`config.mk`:
```
export PLATFORM = sky130hd
export DESIGN_NAME = wall_coord_mapper
export DESIGN_NICKNAME = d
export VERILOG_FILES = /design/src/rtl/cmap_pkg.sv /design/src/rtl/cmap_div3.sv /design/src/rtl/cmap_axis.sv /design/src/rtl/wall_coord_mapper.sv
export SDC_FILE = /design/constraint.sdc
export NUM_CORES = 1
export LEC_CHECK = 0
export BUFFER_PORTS_ARGS = -buffer_cell sky130_fd_sc_hd__buf_2
export CORE_MARGIN = 2
export CORE_UTILIZATION = 50
export DETAILED_ROUTE_END_ITERATION = 8
export PLACE_DENSITY = 0.71
export SYNTH_ARGS = -nofsm -noshare
export SYNTH_HDL_FRONTEND = slang
export SYNTH_SLANG_ARGS = --single-unit
```
`constraint.sdc`:
```
create_clock -name clk -period 15.2 [get_ports clk]
set_clock_uncertainty 0.15 [all_clocks]
set_input_delay 3.04 -clock clk [delete_from_list [all_inputs] [get_ports clk]]
set_output_delay 3.04 -clock clk [all_outputs]
set_load 0.01 [all_outputs]
```
`src/rtl/cmap_pkg.sv`:
```
package cmap_pkg;

   typedef enum logic [2:0] {
      SC_X1 = 3'd0,
      SC_X2 = 3'd1,
      SC_X3 = 3'd2,
      SC_X4 = 3'd3,
      SC_X8 = 3'd4
   } scale_e;

   // Magnification factor for a scale code; unused codes act as x1.
   function automatic int unsigned scale_factor(input logic [2:0] code);
      case (code)
         3'd1:    return 2;
         3'd2:    return 3;
         3'd3:    return 4;
         3'd4:    return 8;
         default: return 1;
      endcase
   endfunction

endpackage

```
`src/rtl/cmap_div3.sv`:
```
// Floor division by three. The input is split as n = 64*a + b, which gives
// n/3 = 21*a + (a+b)/3, so only a short table over a+b is needed.
module cmap_div3 #(
   parameter int IN_W = 13
) (
   input  logic [IN_W-1:0] num_in,
   output logic [IN_W-1:0] quo_out
);
   localparam int HI_W  = IN_W - 6;
   localparam int DEPTH = (((1 << IN_W) - 1) >> 6) + 64;
   localparam int IDX_W = $clog2(DEPTH);
   localparam int LUT_W = $clog2(DEPTH / 3 + 1);

   if (IN_W <= 6) begin : g_bad_width
      $error("cmap_div3: IN_W must exceed 6");
   end

   logic [LUT_W-1:0] third_lut [DEPTH];
   logic [HI_W-1:0]  hi_part;
   logic [5:0]       lo_part;
   logic [IDX_W-1:0] lut_idx;

   for (genvar i = 0; i < DEPTH; i++) begin : g_lut
      assign third_lut[i] = LUT_W'(i / 3);
   end

   assign hi_part = num_in[IN_W-1:6];
   assign lo_part = num_in[5:0];
   assign lut_idx = IDX_W'(hi_part) + IDX_W'(lo_part);
   assign quo_out = IN_W'(hi_part) * IN_W'(21) + IN_W'(third_lut[lut_idx]);

endmodule

```
`src/rtl/cmap_axis.sv`:
```
// One axis of the mapper: offset the raster coordinate by whole screens,
// divide by twice the magnification and register the result.
module cmap_axis
   import cmap_pkg::*;
#(
   parameter int ACTIVE = 640,
   parameter int OFF_W  = 3
) (
   input  logic                        clk,
   input  logic                        rst_n,
   input  logic [$clog2(ACTIVE)-1:0]   v_in,
   input  logic [OFF_W-1:0]            off_in,
   input  logic [2:0]                  scale_in,
   input  logic                        zero_in,
   output logic [$clog2(ACTIVE/2)-1:0] f_out
);
   localparam int V_W   = $clog2(ACTIVE);
   localparam int F_W   = $clog2(ACTIVE / 2);
   localparam int NUM_W = $clog2((1 << OFF_W) * ACTIVE);
   localparam int F_MAX = ACTIVE / 2 - 1;

   if (ACTIVE % 2 != 0) begin : g_bad_active
      $error("cmap_axis: ACTIVE must be even");
   end
   if (OFF_W < 3) begin : g_bad_off
      $error("cmap_axis: OFF_W must cover tile positions up to 7");
   end

   logic [NUM_W-1:0] num;
   logic [NUM_W-1:0] q3;
   logic [NUM_W-1:0] quo;
   scale_e           sc;

   assign num = NUM_W'(off_in) * NUM_W'(ACTIVE) + NUM_W'(v_in);
   assign sc  = scale_e'(scale_in);

   cmap_div3 #(.IN_W(NUM_W)) u_div3 (
      .num_in  (num),
      .quo_out (q3)
   );

   always_comb begin
      case (sc)
         SC_X2:   quo = num >> 2;
         SC_X3:   quo = q3 >> 1;
         SC_X4:   quo = num >> 3;
         SC_X8:   quo = num >> 4;
         default: quo = num >> 1;
      endcase
   end

   always_ff @(posedge clk) begin
      if (!rst_n)       f_out <= '0;
      else if (zero_in) f_out <= '0;
      else              f_out <= F_W'(quo);
   end

   // Legal-input tracker for the range check.
   logic legal_q;
   always_ff @(posedge clk) begin
      if (!rst_n) legal_q <= 1'b0;
      else        legal_q <= (int'(v_in) < ACTIVE) &&
                             (int'(off_in) < int'(scale_factor(scale_in)));
   end

   // output stays inside the framestore for legal effects
   p_fs_range_r6: assert property (@(posedge clk) disable iff (!rst_n)
      legal_q |-> (int'(f_out) <= F_MAX));

   // divide-by-three lookup is an exact floor
   p_div3_exact_r4: assert property (@(posedge clk) disable iff (!rst_n)
      (int'(q3) * 3 <= int'(num)) && (int'(num) < int'(q3) * 3 + 3));

   // x1 with no offset halves the raster coordinate
   p_x1_half_r2: assert property (@(posedge clk) disable iff (!rst_n)
      (scale_in == 3'd0 && off_in == '0 && !zero_in)
         |=> (int'(f_out) == int'($past(v_in)) / 2));

endmodule

```
`src/rtl/wall_coord_mapper.sv`:
```
module wall_coord_mapper #(
   parameter int H_ACTIVE = 640,
   parameter int V_ACTIVE = 480,
   parameter int OFF_W    = 3,
   parameter int COLOR_W  = 9
) (
   input  logic                          clk,
   input  logic                          rst_n,
   input  logic [$clog2(H_ACTIVE)-1:0]   vga_x,
   input  logic [$clog2(V_ACTIVE)-1:0]   vga_y,
   input  logic [2:0]                    scale_sel,
   input  logic [OFF_W-1:0]              tile_x,
   input  logic [OFF_W-1:0]              tile_y,
   input  logic                          frozen_in,
   input  logic                          wash_in,
   input  logic [COLOR_W-1:0]            wash_rgb,
   output logic [$clog2(H_ACTIVE/2)-1:0] fs_x,
   output logic [$clog2(V_ACTIVE/2)-1:0] fs_y,
   output logic                          from_frozen,
   output logic                          wash_out,
   output logic [COLOR_W-1:0]            wash_pix
);

   if (COLOR_W < 1) begin : g_bad_color
      $error("wall_coord_mapper: COLOR_W must be positive");
   end
   if (H_ACTIVE < 64 || V_ACTIVE < 64) begin : g_bad_raster
      $error("wall_coord_mapper: raster too small");
   end

   cmap_axis #(.ACTIVE(H_ACTIVE), .OFF_W(OFF_W)) u_axis_x (
      .clk      (clk),
      .rst_n    (rst_n),
      .v_in     (vga_x),
      .off_in   (tile_x),
      .scale_in (scale_sel),
      .zero_in  (wash_in),
      .f_out    (fs_x)
   );

   cmap_axis #(.ACTIVE(V_ACTIVE), .OFF_W(OFF_W)) u_axis_y (
      .clk      (clk),
      .rst_n    (rst_n),
      .v_in     (vga_y),
      .off_in   (tile_y),
      .scale_in (scale_sel),
      .zero_in  (wash_in),
      .f_out    (fs_y)
   );

   always_ff @(posedge clk) begin
      if (!rst_n) begin
         from_frozen <= 1'b0;
         wash_out    <= 1'b0;
         wash_pix    <= '0;
      end else begin
         from_frozen <= frozen_in & ~wash_in;
         wash_out    <= wash_in;
         wash_pix    <= wash_in ? wash_rgb : '0;
      end
   end

   // a wash clears the read address and the frozen select
   p_wash_bypass_r8: assert property (@(posedge clk) disable iff (!rst_n)
      wash_in |=> (wash_out && fs_x == '0 && fs_y == '0 && !from_frozen));

   // no wash value leaks out when the wash is off
   p_wash_idle_r8: assert property (@(posedge clk) disable iff (!rst_n)
      !wash_in |=> (!wash_out && wash_pix == '0));

   // frozen effects select the frozen copy on the next cycle
   p_frozen_sel_r7: assert property (@(posedge clk) disable iff (!rst_n)
      (frozen_in && !wash_in) |=> from_frozen);

endmodule

```
**Word-level counts from Yosys, hierarchy flattened**

Memories as Yosys holds them, arrays and structs flattened.
Cells that the tools add are included.

- Bits in registers: 28
- Bits of input ports: 41
- Output and inout port bits: 28
- Word-level logic and storage cells: 36
- Memories kept: 2
- Bits in read-only memories: 2304

Memory list:

| name | depth | bits a word | rd ports | clocked after memory_dff | wr ports | line | RTL |
|---|---|---|---|---|---|---|---|
| (no name shown) | 256 | 6 | 1 | 0 | 0 | cmap_div3.sv:30 | `assign quo_out = IN_W'(hi_part) * IN_W'(21) + IN_W'(third_lut[lut_idx]);` |
| (no name shown) | 128 | 6 | 1 | 0 | 0 | cmap_div3.sv:30 |  |

- Bitwise operators: 5
- $add $sub $neg: 6
- Reductions and logical operators: 2
- Muxes and demuxes: 6
- Eq/ne operators: 4
- Multipliers: 4
- Order comparisons: 2

Operators with widths:

| kind | count |
|---|---|
| 9-bit case mux with 4 select lines | 1 |
| 8-bit case mux with 4 select lines | 1 |
| 6-bit two-way mux | 4 |
| 13-bit by 10-bit adder with 13-bit output | 1 |
| 12-bit by 9-bit adder with 12-bit output | 1 |
| 10-bit by 6-bit adder with 10-bit output | 1 |
| 7-bit by 5-bit multiplier with 10-bit output (second input constant) | 1 |
| 9-bit by 6-bit adder with 9-bit output | 1 |
| 9-bit >= comparator (second input constant) | 1 |
| 6-bit by 5-bit multiplier with 9-bit output (second input constant) | 1 |
| 8-bit NOT with 9-bit output | 1 |
| 7-bit by 6-bit adder with 8-bit output | 1 |
| 8-bit >= comparator (second input constant) | 1 |
| 7-bit NOT with 8-bit output | 1 |
| 6-bit by 6-bit adder with 7-bit output | 1 |
| 3-bit by 4-bit multiplier with 7-bit output (second input constant) | 1 |
| 3-bit by 2-bit equality test with 1-bit output (second input constant) | 2 |
| 3-bit by 3-bit multiplier with 6-bit output (second input constant) | 1 |
| 3-bit by 1-bit equality test with 1-bit output (second input constant) | 1 |
| 3-bit equality test (second input constant) | 1 |
| 1-bit NOT | 2 |
| 2-bit AND reduction | 1 |
| 2-bit OR reduction | 1 |
| 1-bit bitwise AND | 1 |

**Depth between registers and ports, before layout**

Gate-level depths: netlist of run 1.

- Word-level depth: 9
- Depth in mapped cells: 34
- Depth with buffers taken out: 34

**Cells and area by module**

A second synthesis of run 1 with hierarchy kept.

- Cell total of the unflattened synthesis: 727
- Area, all modules: 5804.3 um^2

Modules (own cells, without submodules):

| module | seq. area each (um^2) | area an instance (um^2) | cells each | times used |
|---|---|---|---|---|
| cmap_div3 at u_axis_x.u_div3 | 0.0 | 1820.5 | 230 | 1 |
| cmap_div3 at u_axis_y.u_div3 | 0.0 | 1765.4 | 235 | 1 |
| cmap_axis at u_axis_y | 160.2 | 992.2 | 124 | 1 |
| cmap_axis at u_axis_x | 180.2 | 915.9 | 114 | 1 |
| wall_coord_mapper | 220.2 | 310.3 | 24 | 1 |

**Worst setup path after synthesis of run 1**

Ideal clock, no wire load.

- Path kind: input-to-reg
- Start point: input port tile_y[0]
- End point: register u_axis_y.f_out[7]
- Stages: 31
- Data arrival time: 9.705 ns
- Setup time: 0.074 ns
- Path buffers: 0
- Slack: 5.271 ns
- Path through: inv_1 > fa_1 > inv_1 > ha_1 > inv_1 > fa_1 > inv_1 > ha_1 > o21ai_0 > a21oi_1 > nand2_1 > xor2_1 > ha_1 > or4b_2 > o2111ai_2 > and3_1 > a22oi_1 > o21ai_0 > ha_1 > ha_1 > fa_1 > inv_1 > fa_1 > nor2b_1 > o21ai_0 > nand2b_1 > a21o_1 > a21oi_1 > xnor2_1 > or4_1 > a31oi_1

- Cells in the longest elaborated chain, start to end: 9

Ends and longest elaborated chain:

| what | line | RTL |
|---|---|---|
| from (decl) | wall_coord_mapper.sv:13 | `input logic [OFF_W-1:0] tile_y,` |
| 3-bit by 4-bit multiplier with 7-bit output * | cmap_axis.sv:34 | `assign num = NUM_W'(off_in) * NUM_W'(ACTIVE) + NUM_W'(v_in);` |
| 12-bit by 9-bit adder with 12-bit output * | cmap_axis.sv:34 |  |
| 6-bit by 6-bit adder with 7-bit output | cmap_div3.sv:29 | `assign lut_idx = IDX_W'(hi_part) + IDX_W'(lo_part);` |
| 7-bit NOT with 8-bit output (not written as such) | cmap_div3.sv:30 |  |
| memory 128 x 6 bit | n/a |  |
| 6-bit two-way mux (not written as such) (2 in a row) | cmap_div3.sv:30 |  |
| 9-bit by 6-bit adder with 9-bit output | cmap_div3.sv:30 |  |
| 8-bit case mux with 4 select lines * | cmap_axis.sv:43 | `case (sc)` |
| to (signal assigned) | cmap_axis.sv:55 | `else f_out <= F_W'(quo);` |
| to (decl) | cmap_axis.sv:15 | `output logic [$clog2(ACTIVE/2)-1:0] f_out` |

Every way passes the cells marked *; elsewhere a longest branch is shown, timed or not. The select of a mux whose other input is x is not followed.
A chain may end at the register's enable or synchronous reset.

**Worst setup path in the final report of run 1**

- Start point: input port tile_y[1]
- End point: register u_axis_y.f_out[7]

Same word-level chain as after synthesis.

==> metrics.md, run 1 <==
| Metric | Value |
|---|---|
| Status | finished, final reports clean |
| Total grt overflow | 0 |
| Place WS | 4460 ps |
| Ys Warns | 0 |
| Die Span X | 104 um |
| F_max | 95.4 MHz |
| Leakage | 2.65 nW |
| Post-CTS setup buffer count | 0 |
| Shortest period the worst path allows | 10,480 ps |
| CORE AREA | 9730 um^2 |
| WHS | 2820 ps |
| Psw | 0.762 mW |
| WL per Instance | 15.9 um |
| Flop pwr share | 5.7% |
| Synth Area in Adders | 27.5% |
| Number of cell rows | 36 |
| Fin nets | 835 |
| H-tree Lvls | 1 |
| Fillcell total | 928 |
| Clock sink total | 28 |
| Worst VDD drop | 203 uV |
| Yosys cell types | 69 |
| I/O pin cnt | 69 |
| Max Slew Vio Count | 0 |
| Syn Area/Cell | 7.72 um^2 |
| CP endpoint kind | register |
| RD Place Congestion | 0.886 |
| Post-Synth Simple-Gate Area | 16.0% |
| Gr usage total | 23.6% |
| Clk Tree Root Cell | clkbuf_8 |
| CTS Buffer Depth | 2 |
| Post-Syn Area | 4990 um^2 |
| Total die area | 10,800 um^2 |
| Final period util | 68.9% |
| Initial antenna violation count | 0 |
| Initial Util | 51.3% |
| Synth Area in Compound Gates | 27.3% |
| Largest net degree at the start of global routing | 30 |
| Crit start category | input port |
| Met3 GRT Util | 3.45% |
| Slowest cell on the critical path | or4b_2 |
| Vias per Instance | 6.03 |
| CP max FO | 10 |
| Count of input and output buffers | 68 |
| Multiplexer share of the synthesized area | 2.28% |
| Share of cells above drive strength 1 | 12.4% |
| Power Density | 263 nW/um^2 |
| Syn nets | 785 |
| Int Pwr | 0.681 mW |
| Final worst setup slack | 4720 ps |
| Setup Viol. Count Final | 0 |
| Switching Share | 52.8% |
| Drt pass-1 iters | 5 |
| Final hold violations | 0 |
| Number of global-route vias before repair | 4,571 |
| TritonCTS Buffers | 3 |
| Worst endpoint required time | 15,270 ps |
| Post-detailed-route count of antenna-violating nets | 0 |
| M2 GR Usage | 38.7% |
| Worst setup path class | in2reg |
| Slew at the pin closest to its max-slew limit | 1260 ps |
| Worst-path clk slew | 120 ps |
| Placed wire-length estimate | 10.3 mm |
| Largest family of logic cells by synthesized area | adder cells |
| CP peak stage delay | 680 ps |
| Post-CTS sizing | 0 |
| Post-synthesis xor/xnor area fraction | 7.94% |
| Post-synthesis sequential area ratio | 11.2% |
| Routed wire length | 13.2 mm |
| DR iter-0 viols | 471 |
| Crit path DAT | 10,550 ps |
| Syn-to-layout area delta | 9.87% |
| # DRC | 0 |
| Diode count | 0 |
| Most common flop cell mapped by yosys | dfxtp_1 |
| FFs w/ async S/R, synth | 0% |
| Via count | 4,999 |
| Worst Hold Class | in2reg |
| RSZ-0062 raised after global routing | false |
| GRT met1 Usage | 34.1% |
| Post-synth EDFFs | 0 |
| First-pass GRT wire length | 21.7 mm |
| Die Y | 104 um |
| Slew HR | 15.7% |
| Clk network pwr share | 4.2% |
| Gate power share | 90.0% |
| FF+latch count, synth | 28 |
| CTS tree | built |
| Setup_tns | 0 ps |
| Hold_buf cts | 0 |
| Syn Inst Count | 647 |
| Maxcap violations | 0 |
| GR peak layer | met2 |
flip-flops by register name, summed over array words and instances (netlist names):
| register | cells |
|---|---|
| u_axis_y.f_out | 8 |
| u_axis_x.f_out | 9 |
| wash_out | 1 |
| wash_pix | 9 |
| from_frozen | 1 |
routing by layer:
metal  vias to the layer above  part of all wire [%]
li1                       2444                     -
met2                       228                    44
met3                        20                   7.6
met1                      2307                    47
met5                         -                     0
met4                         0                   1.1
synthesized netlist by cell type, types with 5 or more instances:
cell / number / area [um^2]
a21oi_1: 58 / 290
ha_1: 77 / 963
xnor2_1: 27 / 236
and2_1: 5 / 31.3
nor2_1: 51 / 191
nor3_1: 11 / 55.1
nand2b_1: 11 / 68.8
dfxtp_1: 28 / 561
a31oi_1: 11 / 68.8
mux2i_1: 8 / 80.1
o21bai_1: 5 / 37.5
nand2_1: 25 / 93.8
o221ai_1: 8 / 70.1
clkbuf_1: 21 / 78.8
o211ai_1: 5 / 37.5
xor2_1: 12 / 105
o22ai_1: 15 / 93.8
fa_1: 20 / 400
a211oi_1: 8 / 60.1
nand3_1: 15 / 75.1
nor2b_1: 12 / 75.1
a21o_1: 14 / 105
o21ai_0: 37 / 185
inv_1: 71 / 267
and3_1: 12 / 75.1
cell families (layout without fill, tap and decap cells):
logic type / after synthesis / after routing
flip-flops: 28 / 28
multiplexers: 10 / 10
buffers and inverters: 99 / 148
XOR/XNOR: 42 / 42
AND/OR/NAND/NOR: 161 / 161
adder cells (fa/ha/maj): 98 / 98
AO/OA/AOI/OAI: 209 / 209
layout by cell type (no fill, tap or decap), drive strengths merged, types with 8 or more instances in the layout:
| cell | synthesis | routed |
|---|---|---|
| ha | 77 | 77 |
| buf | 6 | 72 |
| inv | 71 | 71 |
| a21oi | 58 | 58 |
| nor2 | 53 | 53 |
| o21ai | 41 | 41 |
| xnor2 | 29 | 29 |
| dfxtp | 28 | 28 |
| nand2 | 25 | 25 |
| fa | 20 | 20 |
| nand3 | 15 | 15 |
| o22ai | 15 | 15 |
| a21o | 14 | 14 |
| xor2 | 12 | 12 |
| nor2b | 12 | 12 |
| and3 | 12 | 12 |
| nand2b | 11 | 11 |
| nor3 | 11 | 11 |
| a31oi | 11 | 11 |
| o221ai | 8 | 8 |
| a211oi | 8 | 8 |
| mux2i | 8 | 8 |
area by class of cell:
type / instances / area [um^2] / area share (%)
Clock buffer: 3 / 41.3 / 0.753
Clock inverter: 1 / 30.0 / 0.547
Inverter: 72 / 270 / 4.93
Multi-Input combinational cell: 520 / 4050 / 73.8
Sequential cell: 28 / 561 / 10.2
Tap cell: 133 / 166 / 3.03
Timing Repair Buffer: 72 / 370 / 6.75
power by group through the flow:
stage	registers (mW)	logic (mW)	clock network (mW)
after global placement	0.0844	1.24	0
after detailed placement	0.0845	1.28	0
after floorplan	0.0884	1.01	0
final	0.0829	1.30	0.0611
after CTS	0.0829	1.29	0.0635
after global routing	0.0835	1.46	0.0653
worst paths after layout:
path                   from                end  slack (ps)  cells after the start
hold / removal    frozen_in        from_frozen        2820                      2
setup / recovery  tile_y[1]  u_axis_y.f_out[7]        4720                     32
worst max-delay path, delay by kind of cell:
kind	cells	cell delay, ps
AO/OA/AOI/OAI	9	1270
XOR/XNOR	2	510
adder cells (fa/ha/maj)	9	3440
AND/OR/NAND/NOR	6	1780
buffers and inverters	6	470
metrics by stage:
stage / total power [mW] / utilization, % / area (um^2) / std cells
5_1_grt: 1.61 / 56.4 / 5490 / 829
6_report: 1.44 / 56.4 / 5490 / 829
4_1_cts: 1.44 / 56.4 / 5490 / 829
3_5_place_dp: 1.36 / 55.7 / 5420 / 825
3_3_place_gp: 1.32 / 55.7 / 5420 / 825
2_1_floorplan: 1.10 / - / 4990 / 647
No activity file was read; power rests on OpenSTA's default activity.
==> inputs of run 2 (changes only) <==
Settings changed: PLACE_DENSITY 0.71 to 0.74.
Clock period 15.2 ns to 9.38 ns, I/O delays scaled along.
==> run 2 against run 1 <==
Cell count is 1.1% higher. Die area did not move. Via count rose by 2.5%. Setup slack got worse by 4200 ps. Sequential power grew 63%. Clock-buffer cell count unchanged. Utilization is 1.4 points higher. Largest power group unchanged.
==> metrics.md, run 2 (synthesis gave the netlist of run 1 again) <==
| Metric | Value |
|---|---|
| CP endpoint kind | register |
| First-pass GRT wire length | 23.0 mm |
| Clock sink total | 28 |
| Final worst setup slack | 495 ps |
| Total grt overflow | 0 |
| Power Density | 430 nW/um^2 |
| Initial Util | 51.3% |
| Total power draw | 2.42 mW |
| Initial antenna violation count | 0 |
| Leakage | 2.70 nW |
| Final Core Density | 57.8% |
| Setup Viol. Count Final | 0 |
| I/O pin cnt | 69 |
| Shortest period the worst path allows | 8880 ps |
| Max Slew Vio Count | 0 |
| Worst endpoint required time | 9450 ps |
| Die Y | 104 um |
| RSZ-0062 raised after global routing | false |
| F_max | 113 MHz |
| Most frequent cells in the layout | ha_1, inv_1, buf_2, a21oi_1, nor2_1 |
| Hold path cells | 2 |
| Fillcell total | 941 |
| Routed wire length | 14.0 mm |
| Largest net degree at the start of global routing | 30 |
| Final hold violations | 0 |
| CTS tree | built |
| Vias per Instance | 6.11 |
| Slew HR | 13.9% |
| Worst-path clk slew | 110 ps |
| Worst setup path class | in2reg |
| CP max FO | 8 |
| Placed wire-length estimate | 10.6 mm |
| Post-detailed-route count of antenna-violating nets | 0 |
| WHS | 1650 ps |
| Clk Tree Root Cell | clkbuf_8 |
| Number of global-route vias before repair | 4,898 |
| Diode count | 0 |
| TritonCTS Buffers | 3 |
| Share of cells above drive strength 1 | 14.3% |
| DR iter-0 viols | 415 |
| Hold EP | from_frozen |
| # DRC | 0 |
| Worst Hold Class | in2reg |
| Crit path DAT | 8950 ps |
| Slowest cell on the critical path | or4b_4 |
| Commonest non-fill, non-tap cell in the layout | ha_1 |
| Biggest regs | u_axis_x.f_out (9), wash_pix (9), u_axis_y.f_out (8) |
| Die Span X | 104 um |
| Syn-to-layout area delta | 12.7% |
| Total die area | 10,800 um^2 |
| Final period util | 94.7% |
| Slew at the pin closest to its max-slew limit | 1280 ps |
| Worst VDD drop | 218 uV |
| Hold path startpoint | frozen_in |
| Maxcap violations | 0 |
| RD Place Congestion | 0.924 |
| CORE AREA | 9730 um^2 |
| Crit start category | input port |
| Count of input and output buffers | 68 |
| CP peak stage delay | 560 ps |
| Place WS | -101 ps |
| CTS Buffer Depth | 2 |
| Number of cell rows | 36 |
| WL per Instance | 16.7 um |
| Most frequent CP cell | inv_1 |
| Setup_tns | 0 ps |
| Fin nets | 844 |
| Status | finished, final reports clean |
| H-tree Lvls | 1 |
| Hold_buf cts | 0 |
| Gr usage total | 25.1% |
| Drt pass-1 iters | 5 |
| Via count | 5,122 |
[run 2: through the flow]
| stage | instance area, um^2 | cells |
|---|---|---|
| after global routing | 5630 | 838 |
| final | 5630 | 838 |
| after CTS | 5520 | 834 |
| after global placement | 5450 | 830 |
| after detailed placement | 5450 | 830 |
| after floorplan | 4990 | 647 |
[run 2: final cells by class]
type	instances	area, um^2	area share [%]
Timing Repair Buffer	80	430	7.65
Sequential cell	28	561	9.96
Multi-Input combinational cell	521	4130	73.4
Tap cell	133	166	2.96
Inverter	72	270	4.80
Clock buffer	3	41.3	0.734
Clock inverter	1	30.0	0.534
[run 2: what timing repair did]
action / CTS / global route
endpoints found under the setup margin: 0 / 2
buffers inserted: 0 / 3
gates resized for setup: 0 / 13
[run 2: critical path, delay by kind of cell]
family,cells,cell delay (ps)
and+or+nand+nor,5,1370
AOI/OAI and AO/OA,10,1440
xor gates and xnor gates,3,530
adders and majority gates,9,3270
buffers and inverters,6,450
[run 2: worst max path at each step]
stage,start,to,slack (ps),cells past startpoint
after floorplan,tile_y[0],u_axis_y.f_out[7],620,31
after global placement,tile_y[0],u_axis_y.f_out[7],180,32
after detailed placement,tile_y[0],u_axis_y.f_out[7],-100,32
after CTS,tile_y[0],u_axis_y.f_out[7],190,32
after global routing,tile_y[0],u_axis_y.f_out[7],70,33
final,tile_y[0],u_axis_y.f_out[7],500,33
[run 2: per-layer routing]
metal / global-route usage [%] / routed length [um] / vias up
li1: - / - / 2478
met1: 33.2 / 6200 / 2391
met2: 42.2 / 6590 / 224
met3: 4.07 / 939 / 29
met4: 7.43 / 290 / 0
met5: 0 / 0 / -
[run 2: power by group]
| part | internal [mW] | switching (mW) | leakage, nW |
|---|---|---|---|
| clock | 0.0572 | 0.0424 | 0.0357 |
| sequential | 0.131 | 0.00419 | 0.230 |
| combinational | 0.954 | 1.23 | 2.43 |
